==> config.mk <==
export PLATFORM = sky130hd
export DESIGN_NAME = spi_xip_rd
export DESIGN_NICKNAME = d
export VERILOG_FILES = /design/src/rtl/spi_xip_pkg.sv /design/src/rtl/spi_xip_amap.sv /design/src/rtl/spi_xip_seq.sv /design/src/rtl/spi_xip_regs.sv /design/src/rtl/spi_xip_rd.sv
export SDC_FILE = /design/constraint.sdc
export NUM_CORES = 1
export LEC_CHECK = 0
export BUFFER_PORTS_ARGS = -buffer_cell sky130_fd_sc_hd__buf_2
export CORE_MARGIN = 2
export CORE_UTILIZATION = 50
export CTS_CLUSTER_DIAMETER = 150
export DETAILED_ROUTE_END_ITERATION = 8
export PLACE_DENSITY = 0.69
export SLEW_MARGIN = 10
export SYNTH_ARGS = -nofsm -noshare
export SYNTH_HDL_FRONTEND = slang
export SYNTH_SLANG_ARGS = --single-unit
==> constraint.sdc <==
create_clock -name clk_i -period 2.3 [get_ports clk_i]
set_clock_uncertainty 0.15 [all_clocks]
set_input_delay 0.69 -clock clk_i [delete_from_list [all_inputs] [get_ports clk_i]]
set_output_delay 0.69 -clock clk_i [all_outputs]
set_load 0.02 [all_outputs]
==> src/rtl/spi_xip_pkg.sv <==
package spi_xip_pkg;
  localparam logic [7:0] RD_OPCODE = 8'h03;
  localparam int CMD_W = 8;
  localparam int CS_NUM = 3;
  // I/O register layout: mosi, sck, then one bit per chip select
  localparam int IO_MOSI = 0;
  localparam int IO_SCK = 1;
  localparam int IO_CS_LSB = 2;
  localparam int IO_W = IO_CS_LSB + CS_NUM;
  localparam logic [IO_W-1:0] IO_RST = {{CS_NUM{1'b1}}, 1'b1, 1'b0};

  typedef enum logic [1:0] {
    OFS_FSEL  = 2'd0,
    OFS_CTRL  = 2'd1,
    OFS_IOCTL = 2'd2,
    OFS_RDATA = 2'd3
  } reg_ofs_e;

  typedef enum logic [1:0] {
    BS_IDLE,
    BS_XFER,
    BS_DONE
  } bus_state_e;
endpackage

==> src/rtl/spi_xip_amap.sv <==
module spi_xip_amap #(
  parameter int WIN_W  = 24,
  parameter int BOOT_W = 22
) (
  input  logic [WIN_W-3:0] word_addr_i,
  input  logic             remap_dis_i,
  output logic [WIN_W-1:0] flash_addr_o
);
  localparam int HI_W = WIN_W - BOOT_W;

  generate
    if (HI_W == 0) begin : g_flat
      logic unused_remap;
      assign unused_remap = remap_dis_i;
      assign flash_addr_o = {word_addr_i, 2'b00};
    end else begin : g_alias
      // boot window repeats until remap is disabled
      assign flash_addr_o = remap_dis_i ? {word_addr_i, 2'b00}
                                        : {{HI_W{1'b0}}, word_addr_i[BOOT_W-3:0], 2'b00};
    end
  endgenerate
endmodule

==> src/rtl/spi_xip_seq.sv <==
module spi_xip_seq import spi_xip_pkg::*; #(
  parameter int CLK_DIV = 4,
  parameter int WIN_W   = 24,
  parameter int DATA_W  = 32
) (
  input  logic              clk_i,
  input  logic              rst_ni,
  input  logic              start_i,
  input  logic [WIN_W-1:0]  addr_i,
  input  logic              miso_i,
  output logic              busy_o,
  output logic              done_o,
  output logic [DATA_W-1:0] data_o,
  output logic              sck_o,
  output logic              mosi_o,
  output logic              cs_n_o
);
  localparam int LO_CYC   = CLK_DIV / 2;
  localparam int HI_CYC   = CLK_DIV - LO_CYC;
  localparam int TOT_BITS = CMD_W + WIN_W + DATA_W;
  localparam int TX_W     = CMD_W + WIN_W;
  localparam int CNT_W    = $clog2(CLK_DIV + 1);
  localparam int BIT_W    = $clog2(TOT_BITS + 1);

  logic              busy_q, phase_hi_q, done_q;
  logic              sck_q, mosi_q, cs_n_q;
  logic [CNT_W-1:0]  cnt_q;
  logic [BIT_W-1:0]  bits_q;
  logic [TX_W-1:0]   tx_q;
  logic [DATA_W-1:0] rx_q;

  always_ff @(posedge clk_i or negedge rst_ni) begin
    if (!rst_ni) begin
      busy_q     <= 1'b0;
      phase_hi_q <= 1'b0;
      done_q     <= 1'b0;
      sck_q      <= 1'b1;
      mosi_q     <= 1'b0;
      cs_n_q     <= 1'b1;
      cnt_q      <= '0;
      bits_q     <= '0;
      tx_q       <= '0;
      rx_q       <= '0;
    end else begin
      done_q <= 1'b0;
      if (!busy_q) begin
        if (start_i) begin
          busy_q     <= 1'b1;
          cs_n_q     <= 1'b0;
          sck_q      <= 1'b0;
          phase_hi_q <= 1'b0;
          cnt_q      <= CNT_W'(LO_CYC - 1);
          bits_q     <= '0;
          mosi_q     <= RD_OPCODE[CMD_W-1];
          tx_q       <= {RD_OPCODE[CMD_W-2:0], addr_i, 1'b0};
        end
      end else if (cnt_q != '0) begin
        cnt_q <= cnt_q - 1'b1;
      end else if (!phase_hi_q) begin
        // rising edge: sample input
        sck_q      <= 1'b1;
        phase_hi_q <= 1'b1;
        cnt_q      <= CNT_W'(HI_CYC - 1);
        rx_q       <= {rx_q[DATA_W-2:0], miso_i};
        bits_q     <= bits_q + 1'b1;
      end else if (bits_q == BIT_W'(TOT_BITS)) begin
        busy_q <= 1'b0;
        cs_n_q <= 1'b1;
        done_q <= 1'b1;
      end else begin
        // falling edge: launch next bit
        sck_q      <= 1'b0;
        phase_hi_q <= 1'b0;
        cnt_q      <= CNT_W'(LO_CYC - 1);
        mosi_q     <= tx_q[TX_W-1];
        tx_q       <= {tx_q[TX_W-2:0], 1'b0};
      end
    end
  end

  assign busy_o = busy_q;
  assign done_o = done_q;
  assign data_o = rx_q;
  assign sck_o  = sck_q;
  assign mosi_o = mosi_q;
  assign cs_n_o = cs_n_q;


  mosi_setup_chk: assert property (@(posedge clk_i) disable iff (!rst_ni)
    $rose(sck_o) |-> $stable(mosi_o));

  sck_idle_high_chk: assert property (@(posedge clk_i) disable iff (!rst_ni)
    cs_n_o |-> sck_o);

  bit_bound_chk: assert property (@(posedge clk_i) disable iff (!rst_ni)
    busy_o |-> (bits_q <= BIT_W'(TOT_BITS)));
endmodule

==> src/rtl/spi_xip_regs.sv <==
module spi_xip_regs import spi_xip_pkg::*; #(
  parameter int DATA_W = 32
) (
  input  logic              clk_i,
  input  logic              rst_ni,
  input  logic              wr_en_i,
  input  reg_ofs_e          wr_ofs_i,
  input  logic [IO_W-1:0]   wr_data_i,
  input  logic              miso_i,
  output logic              reg_mode_o,
  output logic              remap_dis_o,
  output logic [IO_W-1:0]   io_o,
  output logic [DATA_W-1:0] shift_o
);
  logic              reg_mode_q, remap_q;
  logic [IO_W-1:0]   io_q;
  logic [DATA_W-1:0] shift_q;
  logic              sck_rise;

  assign sck_rise = reg_mode_q && wr_data_i[IO_SCK] && !io_q[IO_SCK];

  always_ff @(posedge clk_i or negedge rst_ni) begin
    if (!rst_ni) begin
      reg_mode_q <= 1'b0;
      remap_q    <= 1'b0;
      io_q       <= IO_RST;
      shift_q    <= '0;
    end else if (wr_en_i) begin
      unique case (wr_ofs_i)
        OFS_FSEL:  reg_mode_q <= 1'b1;
        OFS_CTRL:  remap_q    <= wr_data_i[0];
        OFS_IOCTL: begin
          io_q <= wr_data_i;
          if (sck_rise) shift_q <= {shift_q[DATA_W-2:0], miso_i};
        end
        default: ;
      endcase
    end
  end

  assign reg_mode_o  = reg_mode_q;
  assign remap_dis_o = remap_q;
  assign io_o        = io_q;
  assign shift_o     = shift_q;


  fsel_enter_chk: assert property (@(posedge clk_i) disable iff (!rst_ni)
    (wr_en_i && wr_ofs_i == OFS_FSEL) |=> reg_mode_o);

  mode_sticky_chk: assert property (@(posedge clk_i) disable iff (!rst_ni)
    reg_mode_o |=> reg_mode_o);

  shift_capture_chk: assert property (@(posedge clk_i) disable iff (!rst_ni)
    (wr_en_i && wr_ofs_i == OFS_IOCTL && reg_mode_o && wr_data_i[IO_SCK] && !io_o[IO_SCK])
    |=> shift_o[0] == $past(miso_i));

  shift_hold_chk: assert property (@(posedge clk_i) disable iff (!rst_ni)
    !wr_en_i |=> $stable(shift_o));
endmodule

==> src/rtl/spi_xip_rd.sv <==
module spi_xip_rd import spi_xip_pkg::*; #(
  parameter int CLK_DIV = 4,
  parameter int WIN_W   = 24,
  parameter int BOOT_W  = 22,
  parameter int DATA_W  = 32
) (
  input  logic              clk_i,
  input  logic              rst_ni,
  input  logic              req_i,
  input  logic              we_i,
  input  logic [WIN_W-1:0]  addr_i,
  input  logic [DATA_W-1:0] wdata_i,
  output logic              ready_o,
  output logic [DATA_W-1:0] rdata_o,
  output logic              spi_sck_o,
  output logic              spi_mosi_o,
  output logic [CS_NUM-1:0] spi_cs_no,
  input  logic              spi_miso_i
);
  bus_state_e        state_q;
  reg_ofs_e          ofs;
  logic              accept, seq_start, reg_wr;
  logic              reg_mode, remap_dis;
  logic [IO_W-1:0]   io_q;
  logic [DATA_W-1:0] shift_q, seq_data, rdata_q;
  logic              seq_busy, seq_done, seq_sck, seq_mosi, seq_cs_n;
  logic [WIN_W-1:0]  flash_addr;
  logic              unused_bits;

  assign ofs         = reg_ofs_e'(addr_i[3:2]);
  assign accept      = (state_q == BS_IDLE) && req_i;
  assign reg_wr      = accept && we_i;
  assign seq_start   = accept && !we_i && !reg_mode;
  assign unused_bits = ^{addr_i[1:0], wdata_i[DATA_W-1:IO_W], seq_busy};

  spi_xip_amap #(.WIN_W(WIN_W), .BOOT_W(BOOT_W)) amap_i (
    .word_addr_i (addr_i[WIN_W-1:2]),
    .remap_dis_i (remap_dis),
    .flash_addr_o(flash_addr)
  );

  spi_xip_regs #(.DATA_W(DATA_W)) regs_i (
    .clk_i      (clk_i),
    .rst_ni     (rst_ni),
    .wr_en_i    (reg_wr),
    .wr_ofs_i   (ofs),
    .wr_data_i  (wdata_i[IO_W-1:0]),
    .miso_i     (spi_miso_i),
    .reg_mode_o (reg_mode),
    .remap_dis_o(remap_dis),
    .io_o       (io_q),
    .shift_o    (shift_q)
  );

  spi_xip_seq #(.CLK_DIV(CLK_DIV), .WIN_W(WIN_W), .DATA_W(DATA_W)) seq_i (
    .clk_i  (clk_i),
    .rst_ni (rst_ni),
    .start_i(seq_start),
    .addr_i (flash_addr),
    .miso_i (spi_miso_i),
    .busy_o (seq_busy),
    .done_o (seq_done),
    .data_o (seq_data),
    .sck_o  (seq_sck),
    .mosi_o (seq_mosi),
    .cs_n_o (seq_cs_n)
  );

  always_ff @(posedge clk_i or negedge rst_ni) begin
    if (!rst_ni) begin
      state_q <= BS_IDLE;
      rdata_q <= '0;
    end else begin
      unique case (state_q)
        BS_IDLE: if (req_i) begin
          if (we_i) begin
            state_q <= BS_DONE;
          end else if (reg_mode) begin
            rdata_q <= (ofs == OFS_RDATA) ? shift_q : '0;
            state_q <= BS_DONE;
          end else begin
            state_q <= BS_XFER;
          end
        end
        BS_XFER: if (seq_done) begin
          rdata_q <= seq_data;
          state_q <= BS_DONE;
        end
        default: state_q <= BS_IDLE;
      endcase
    end
  end

  assign ready_o    = (state_q == BS_DONE);
  assign rdata_o    = rdata_q;
  assign spi_sck_o  = reg_mode ? io_q[IO_SCK]  : seq_sck;
  assign spi_mosi_o = reg_mode ? io_q[IO_MOSI] : seq_mosi;

  generate
    for (genvar c = 0; c < CS_NUM; c++) begin : g_cs
      if (c == 0) begin : g_boot
        assign spi_cs_no[c] = reg_mode ? io_q[IO_CS_LSB+c] : seq_cs_n;
      end else begin : g_aux
        assign spi_cs_no[c] = reg_mode ? io_q[IO_CS_LSB+c] : 1'b1;
      end
    end
  endgenerate


  ready_pulse_chk: assert property (@(posedge clk_i) disable iff (!rst_ni)
    ready_o |=> !ready_o);

  done_cs_high_chk: assert property (@(posedge clk_i) disable iff (!rst_ni)
    (ready_o && !reg_mode) |-> spi_cs_no[0]);

  aux_cs_idle_chk: assert property (@(posedge clk_i) disable iff (!rst_ni)
    !reg_mode |-> (&spi_cs_no[CS_NUM-1:1]));

  no_xfer_in_reg_chk: assert property (@(posedge clk_i) disable iff (!rst_ni)
    reg_mode |-> !seq_busy);
endmodule

==> summary.txt, run 1 <==
Global-route wire length before repair - 20,400 µm
Slowest-stage cell, CP - dfrtp_2
Avg WL per Cell - 15.7 µm
DIE AREA - 0.0139 mm²
Post-synth EDFFs - 0
Fmax - 448 MHz
Vias in the first global route - 4,213
CP Max Fanout - 9
Max Root-Sink Buffers - 2
CTS tree - done
Post-layout util - 61.4%
Outcome - complete, no violations
Htree depth - 4
Initial core utilization - 51.2%
Worst EP required - 1460 ps
Kind of end point of the critical path - output pin
Worst Tran Pin Value - 593 ps
Placed Cells - 720
Net Count, Synth - 551
Most frequent cells in the layout - dfrtp_1, mux2_2, buf_2, nor2_1, a21oi_1
Residual DRC - 0
CP bufs+invs - 1
Synth warn - 0
Port bufs - 69
Slew HR - 60.1%
Crit-path cells - mux2_2 > buf_2
Leak - 3.66 nW
Clk pin slew, worst setup/hold paths - 60 ps
Setup slack at placement - 20.3 ps
GP Congestion - 0.795
Met3 Track Usage GR - 4.36%
Final setup viols - 0
DRT Pass-1 Iters - 8
Final Hold Fails - 0
Fin crit period - 2230 ps
Layer with the highest usage - met2
I/O pin cnt - 99
Setup slack after layout - 69.9 ps
Root buf cell - clkbuf_16
ANT cells - 0
Die height - 118 µm
Non-filler instance count after layout - 752
Peak VDD IR - 0.000687 V
Top delay family on crit path - flip-flops
Post-DP HPWL - 7740 µm
Via density - 5.43
Avg Cell Area, Syn - 13.2 µm²
CP Launch Type - flop
Skew-Pair Late Insertion Delay - 430 ps
CP Class - reg -> out
Largest net degree at the start of global routing - 65
Chip Width - 118 µm
Setup TNS Final - 0 ps
Synthesized area - 0.00646 mm²
Sequential share of the synthesized area - 58.2%
CTS buffer count - 17
Worst path max stage delay - 460 ps
RSZ-0062 raised after global routing - false
All-Layer GR Usage - 18.4%
Total core area - 0.0126 mm²
Hold Crit Class - in -> async
Routed vias - 4,086
Layout area overhead - 19.9%
Fin nets - 630
Initial antenna violation count - 0
Share of cells above drive strength 1 - 43.8%
Worst Path Arrival - 1390 ps
Synth Instances - 488
1st-iter DRT viols - 252
Max capacitance violation total - 0
Row cnt - 41
Detailed Route WL - 11,800 µm
Commonest non-fill, non-tap cell in the layout - dfrtp_1
Post-CTS Setup Bufs - 0
Antenna viol nets, final - 0
Global routing met1 resource utilization - 24.3%
Slew Viols, Final - 0
Power Dens Cells - 1360 mW/mm²
Congestion Overflow GR - 0
Library cells used by synthesis - 47
Grt met2 use - 29.2%
FF+latch count, synth - 150
Clock sinks - 150
Fin crit share - 97.0%
Share of flip-flops with an asynchronous set or reset - 100%
Dominant synthesized flop cell - dfrtp_1
==> kinds of logic (layout without fill, tap and decap cells) <==
logic type	after synthesis	in the layout	share of synthesized area [%]
mux	116	116	20.9
buf+inv	35	127	3.02
fa+ha+maj	2	2	0.387
compound gates	92	92	9.35
simple gates	88	88	7.47
xor+xnor	5	5	0.677
flops	150	150	58.2
==> flip-flops by register name (all words and copies together) (netlist names), 2 cells and up <==
| name | flops |
|---|---|
| rdata_o | 32 |
| seq_i.tx_q | 29 |
| seq_i.bits_q | 7 |
| state_q | 2 |
| regs_i.io_o | 5 |
| regs_i.shift_o | 32 |
| seq_i.cnt_q | 3 |
| seq_i.data_o | 32 |
==> what timing repair did <==
item	in CTS	in global routing
gates resized for setup	1	0
hold buffers	0	0
setup endpoints to repair	3	0
==> synth_stat cells, types with 2 or more instances <==
cell type | n | area, µm²
inv_1 | 4 | 15.0
or2_2 | 2 | 12.5
dfstp_2 | 6 | 158
xor2_1 | 2 | 17.5
a21oi_1 | 37 | 185
nor4_1 | 2 | 12.5
mux2_4 | 13 | 195
nor2b_1 | 3 | 18.8
and4_1 | 2 | 17.5
nand3b_1 | 2 | 15.0
nor2_1 | 38 | 143
clkbuf_1 | 17 | 63.8
buf_2 | 5 | 25.0
nand2_1 | 10 | 37.5
a22oi_1 | 33 | 248
a2bb2oi_1 | 3 | 26.3
buf_6 | 4 | 45.0
ha_1 | 2 | 25.0
xnor2_1 | 3 | 26.3
o22ai_1 | 2 | 12.5
dfrtp_1 | 144 | 3600
nor3b_1 | 2 | 15.0
nor3_1 | 6 | 30.0
buf_4 | 3 | 22.5
a22o_1 | 9 | 78.8
nand3_1 | 2 | 10.0
o21ai_0 | 5 | 25.0
nand2b_1 | 5 | 31.3
or2_1 | 3 | 18.8
mux2i_1 | 2 | 20.0
mux2_2 | 101 | 1140
==> metal layers <==
layer	vias up	share of wire (%)
met3	4	3.4
met2	65	49
met5	-	0
li1	1918	-
met4	0	0.73
met1	2099	46
==> worst paths after layout <==
| check | from | end | slack [ps] | cells after the start |
|---|---|---|---|---|
| worst min-delay path | rst_ni | seq_i.data_o[8] | 10 | 1 |
| worst max register to register | seq_i.bits_q[3] | seq_i.tx_q[7] | 80 | 5 |
| max in group asynchronous | rst_ni | seq_i.cs_n_o | 1370 | 2 |
| worst max-delay path | regs_i.reg_mode_o | spi_sck_o | 70 | 2 |
| min in group clk_i | seq_i.done_o | state_q[0] | 310 | 1 |
| worst min register to register | seq_i.done_o | state_q[0] | 310 | 1 |
==> report_power, final <==
| group | switching, mW | internal, mW |
|---|---|---|
| registers | 0.513 | 3.47 |
| clock network | 1.11 | 1.75 |
| logic | 1.91 | 1.82 |
==> per-stage QoR <==
step,hold WS (ps),total power [mW],cell area [µm²]
5_1_grt,19.6,11.2,7750
3_5_place_dp,306,7.78,7140
3_3_place_gp,301,7.64,7140
6_report,11.0,10.6,7750
4_1_cts,10.5,10.7,7750
2_1_floorplan,244,6.72,6460
==> area by class of cell <==
type	instances	area (µm²)
fill	1035	4870
sequential	150	3760
multi-input combinational	303	2530
timing repair buffer	91	617
clock buffer	19	443
tap	172	215
clock inverter	13	173
inverter	4	15.0
==> worst reg2reg max path: stages (launching register included) <==
cell,delay (ps)
dfrtp_1,390
or4_1,570
o2111a_2,330
nor2_8,160
buf_12,160
mux2_2,340
No activity file was read; power rests on OpenSTA's default activity.
==> inputs of run 2 (changes only) <==
--- a/config.mk
+++ b/config.mk
@@ -6,11 +6,13 @@
 export NUM_CORES = 1
 export LEC_CHECK = 0
 export BUFFER_PORTS_ARGS = -buffer_cell sky130_fd_sc_hd__buf_2
+export CELL_PAD_IN_SITES_DETAIL_PLACEMENT = 1
+export CELL_PAD_IN_SITES_GLOBAL_PLACEMENT = 1
 export CORE_MARGIN = 2
-export CORE_UTILIZATION = 50
+export CORE_UTILIZATION = 46
 export CTS_CLUSTER_DIAMETER = 150
 export DETAILED_ROUTE_END_ITERATION = 8
-export PLACE_DENSITY = 0.69
+export PLACE_DENSITY = 0.76
 export SLEW_MARGIN = 10
 export SYNTH_ARGS = -nofsm -noshare
 export SYNTH_HDL_FRONTEND = slang
==> summary.txt, run 2 (synthesis gave the netlist of run 1 again) <==
Setup slack after layout - 66.5 ps
Largest net degree at the start of global routing - 50
CP Launch Type - flop
Worst path max stage delay - 450 ps
Routed vias - 4,208
Slew Viols, Final - 0
R2r setup slk - 80 ps
Die height - 123 µm
Worst Tran Pin Value - 591 ps
Avg WL per Cell - 18.8 µm
Final Hold Fails - 0
CP bufs+invs - 1
P_sw - 3.71 mW
Outcome - complete, no violations
Max capacitance violation total - 0
CTS buffer count - 17
Post-DP HPWL - 9020 µm
Layout area overhead - 20.9%
Initial antenna violation count - 0
CP Max Fanout - 7
Commonest non-fill, non-tap cell in the layout - dfrtp_1
Global-route wire length before repair - 23,800 µm
Via density - 5.51
ANT cells - 0
Congestion Overflow GR - 0
Row cnt - 43
Switching share of power - 34.0%
Cell-internal power - 7.19 mW
Leak - 3.70 nW
Final setup viols - 0
All-Layer GR Usage - 21.0%
RSZ-0062 raised after global routing - false
Power Dens Cells - 1390 mW/mm²
Port bufs - 69
Reg2Reg Depth - 5
Top delay family on crit path - flip-flops
Fin nets - 634
Root buf cell - clkbuf_16
Clk pin slew, worst setup/hold paths - 60 ps
CP Class - reg -> out
1st-iter DRT viols - 239
Antenna viol nets, final - 0
Fin crit share - 97.1%
Post-layout util - 56.5%
Seq pwr share - 36.9%
I/O pin cnt - 99
Fin area - 0.00781 mm²
Hold Crit Class - in -> async
Kind of end point of the critical path - output pin
Filler cells - 1,393
Fin crit period - 2230 ps
CTS tree - done
Crit-path cells - mux2_2 > buf_2
Initial core utilization - 46.8%
Logic pwr share - 35.1%
Vias in the first global route - 4,575
GP Congestion - 0.798
Detailed Route WL - 14,300 µm
DRT Pass-1 Iters - 4
Residual DRC - 0
Clock share of power - 27.9%
Skew-Pair Late Insertion Delay - 430 ps
Reg2reg start - seq_i.bits_q[3]
Clock sinks - 150
Worst Path Arrival - 1390 ps
Setup TNS Final - 0 ps
Peak VDD IR - 0.000635 V
Most frequent cells in the layout - dfrtp_1, mux2_2, buf_2, nor2_1, a21oi_1
Slowest-stage cell, CP - dfrtp_2
DIE AREA - 0.0150 mm²
Worst EP required - 1460 ps
Max Root-Sink Buffers - 2
Setup slack at placement - -37.5 ps
Share of cells above drive strength 1 - 44.5%
RR Endpoint - seq_i.tx_q[10]
Htree depth - 4
Total core area - 0.0138 mm²
Chip Width - 123 µm
Fmax - 448 MHz
Slew HR - 60.2%
Dpl cell area - 0.00715 mm²
run 2: changes by cell type in the layout (fill, tap and decap cells not counted), moves of 2 or more:
cell        change
inv_6           +3
inv_8           -2
buf_4           +5
clkinvlp_4      -2
run 2: stage by stage:
stage	instances	power, mW	hold WS, ps
2_1_floorplan	488	6.72	244
3_3_place_gp	730	7.65	305
3_5_place_dp	730	7.86	314
4_1_cts	762	11.0	15.1
5_1_grt	764	11.6	28.3
6_report	764	10.9	22.0
run 2: worst max path at each step:
stage / start / to / slack (ps) / cells past startpoint
after global routing: regs_i.reg_mode_o / spi_mosi_o / 20 / 2
final: regs_i.reg_mode_o / spi_mosi_o / 70 / 2
after floorplan: req_i / regs_i.shift_o[0] / 100 / 5
after CTS: regs_i.reg_mode_o / spi_mosi_o / 20 / 2
after detailed placement: req_i / regs_i.shift_o[26] / -40 / 6
after global placement: req_i / regs_i.shift_o[11] / -20 / 6
run 2: worst reg2reg max path: stages (launching register included):
cell,delay [ps]
dfrtp_1,390
or4_4,550
o2111a_2,330
nor2_8,160
buf_12,170
mux2_2,350
run 2: metal layers:
metal | share of wire, % | GRT usage (%) | up-vias | wire, µm
met3 | 3.4 | 5.39 | 20 | 490
li1 | - | - | 1927 | -
met2 | 53 | 36.1 | 71 | 7600
met5 | 0 | 0 | - | 0
met4 | 1.6 | 7.69 | 0 | 225
met1 | 42 | 25.4 | 2190 | 6020
run 2: repair_timing:
| action | in CTS | in global routing |
|---|---|---|
| buffers inserted | 0 | 2 |
| endpoints found under the setup margin | 3 | 3 |
| resized for setup | 1 | 1 |
| pin swaps | 0 | 1 |
| endpoints found under the hold margin | 0 | 0 |
| hold buffers | 0 | 0 |
run 2: layout make-up:
| class | count | area (µm²) | share of cell area [%] |
|---|---|---|---|
| clock buffer | 19 | 453 | 5.80 |
| clock inverter | 13 | 191 | 2.45 |
| inverter | 4 | 15.0 | 0.192 |
| multi-input combinational | 303 | 2530 | 32.4 |
| sequential | 150 | 3760 | 48.2 |
| tap | 180 | 225 | 2.88 |
| timing repair buffer | 95 | 634 | 8.12 |
run 2: power by group through the flow:
stage               clock network [mW]  registers, mW  logic, mW
floorplan                            0           4.24       2.48
global placement                     0           3.99       3.66
detailed placement                   0           4.05       3.81
CTS                               3.10           4.03       3.87
global route                      3.22           4.13       4.21
finish                            3.04           4.02       3.83
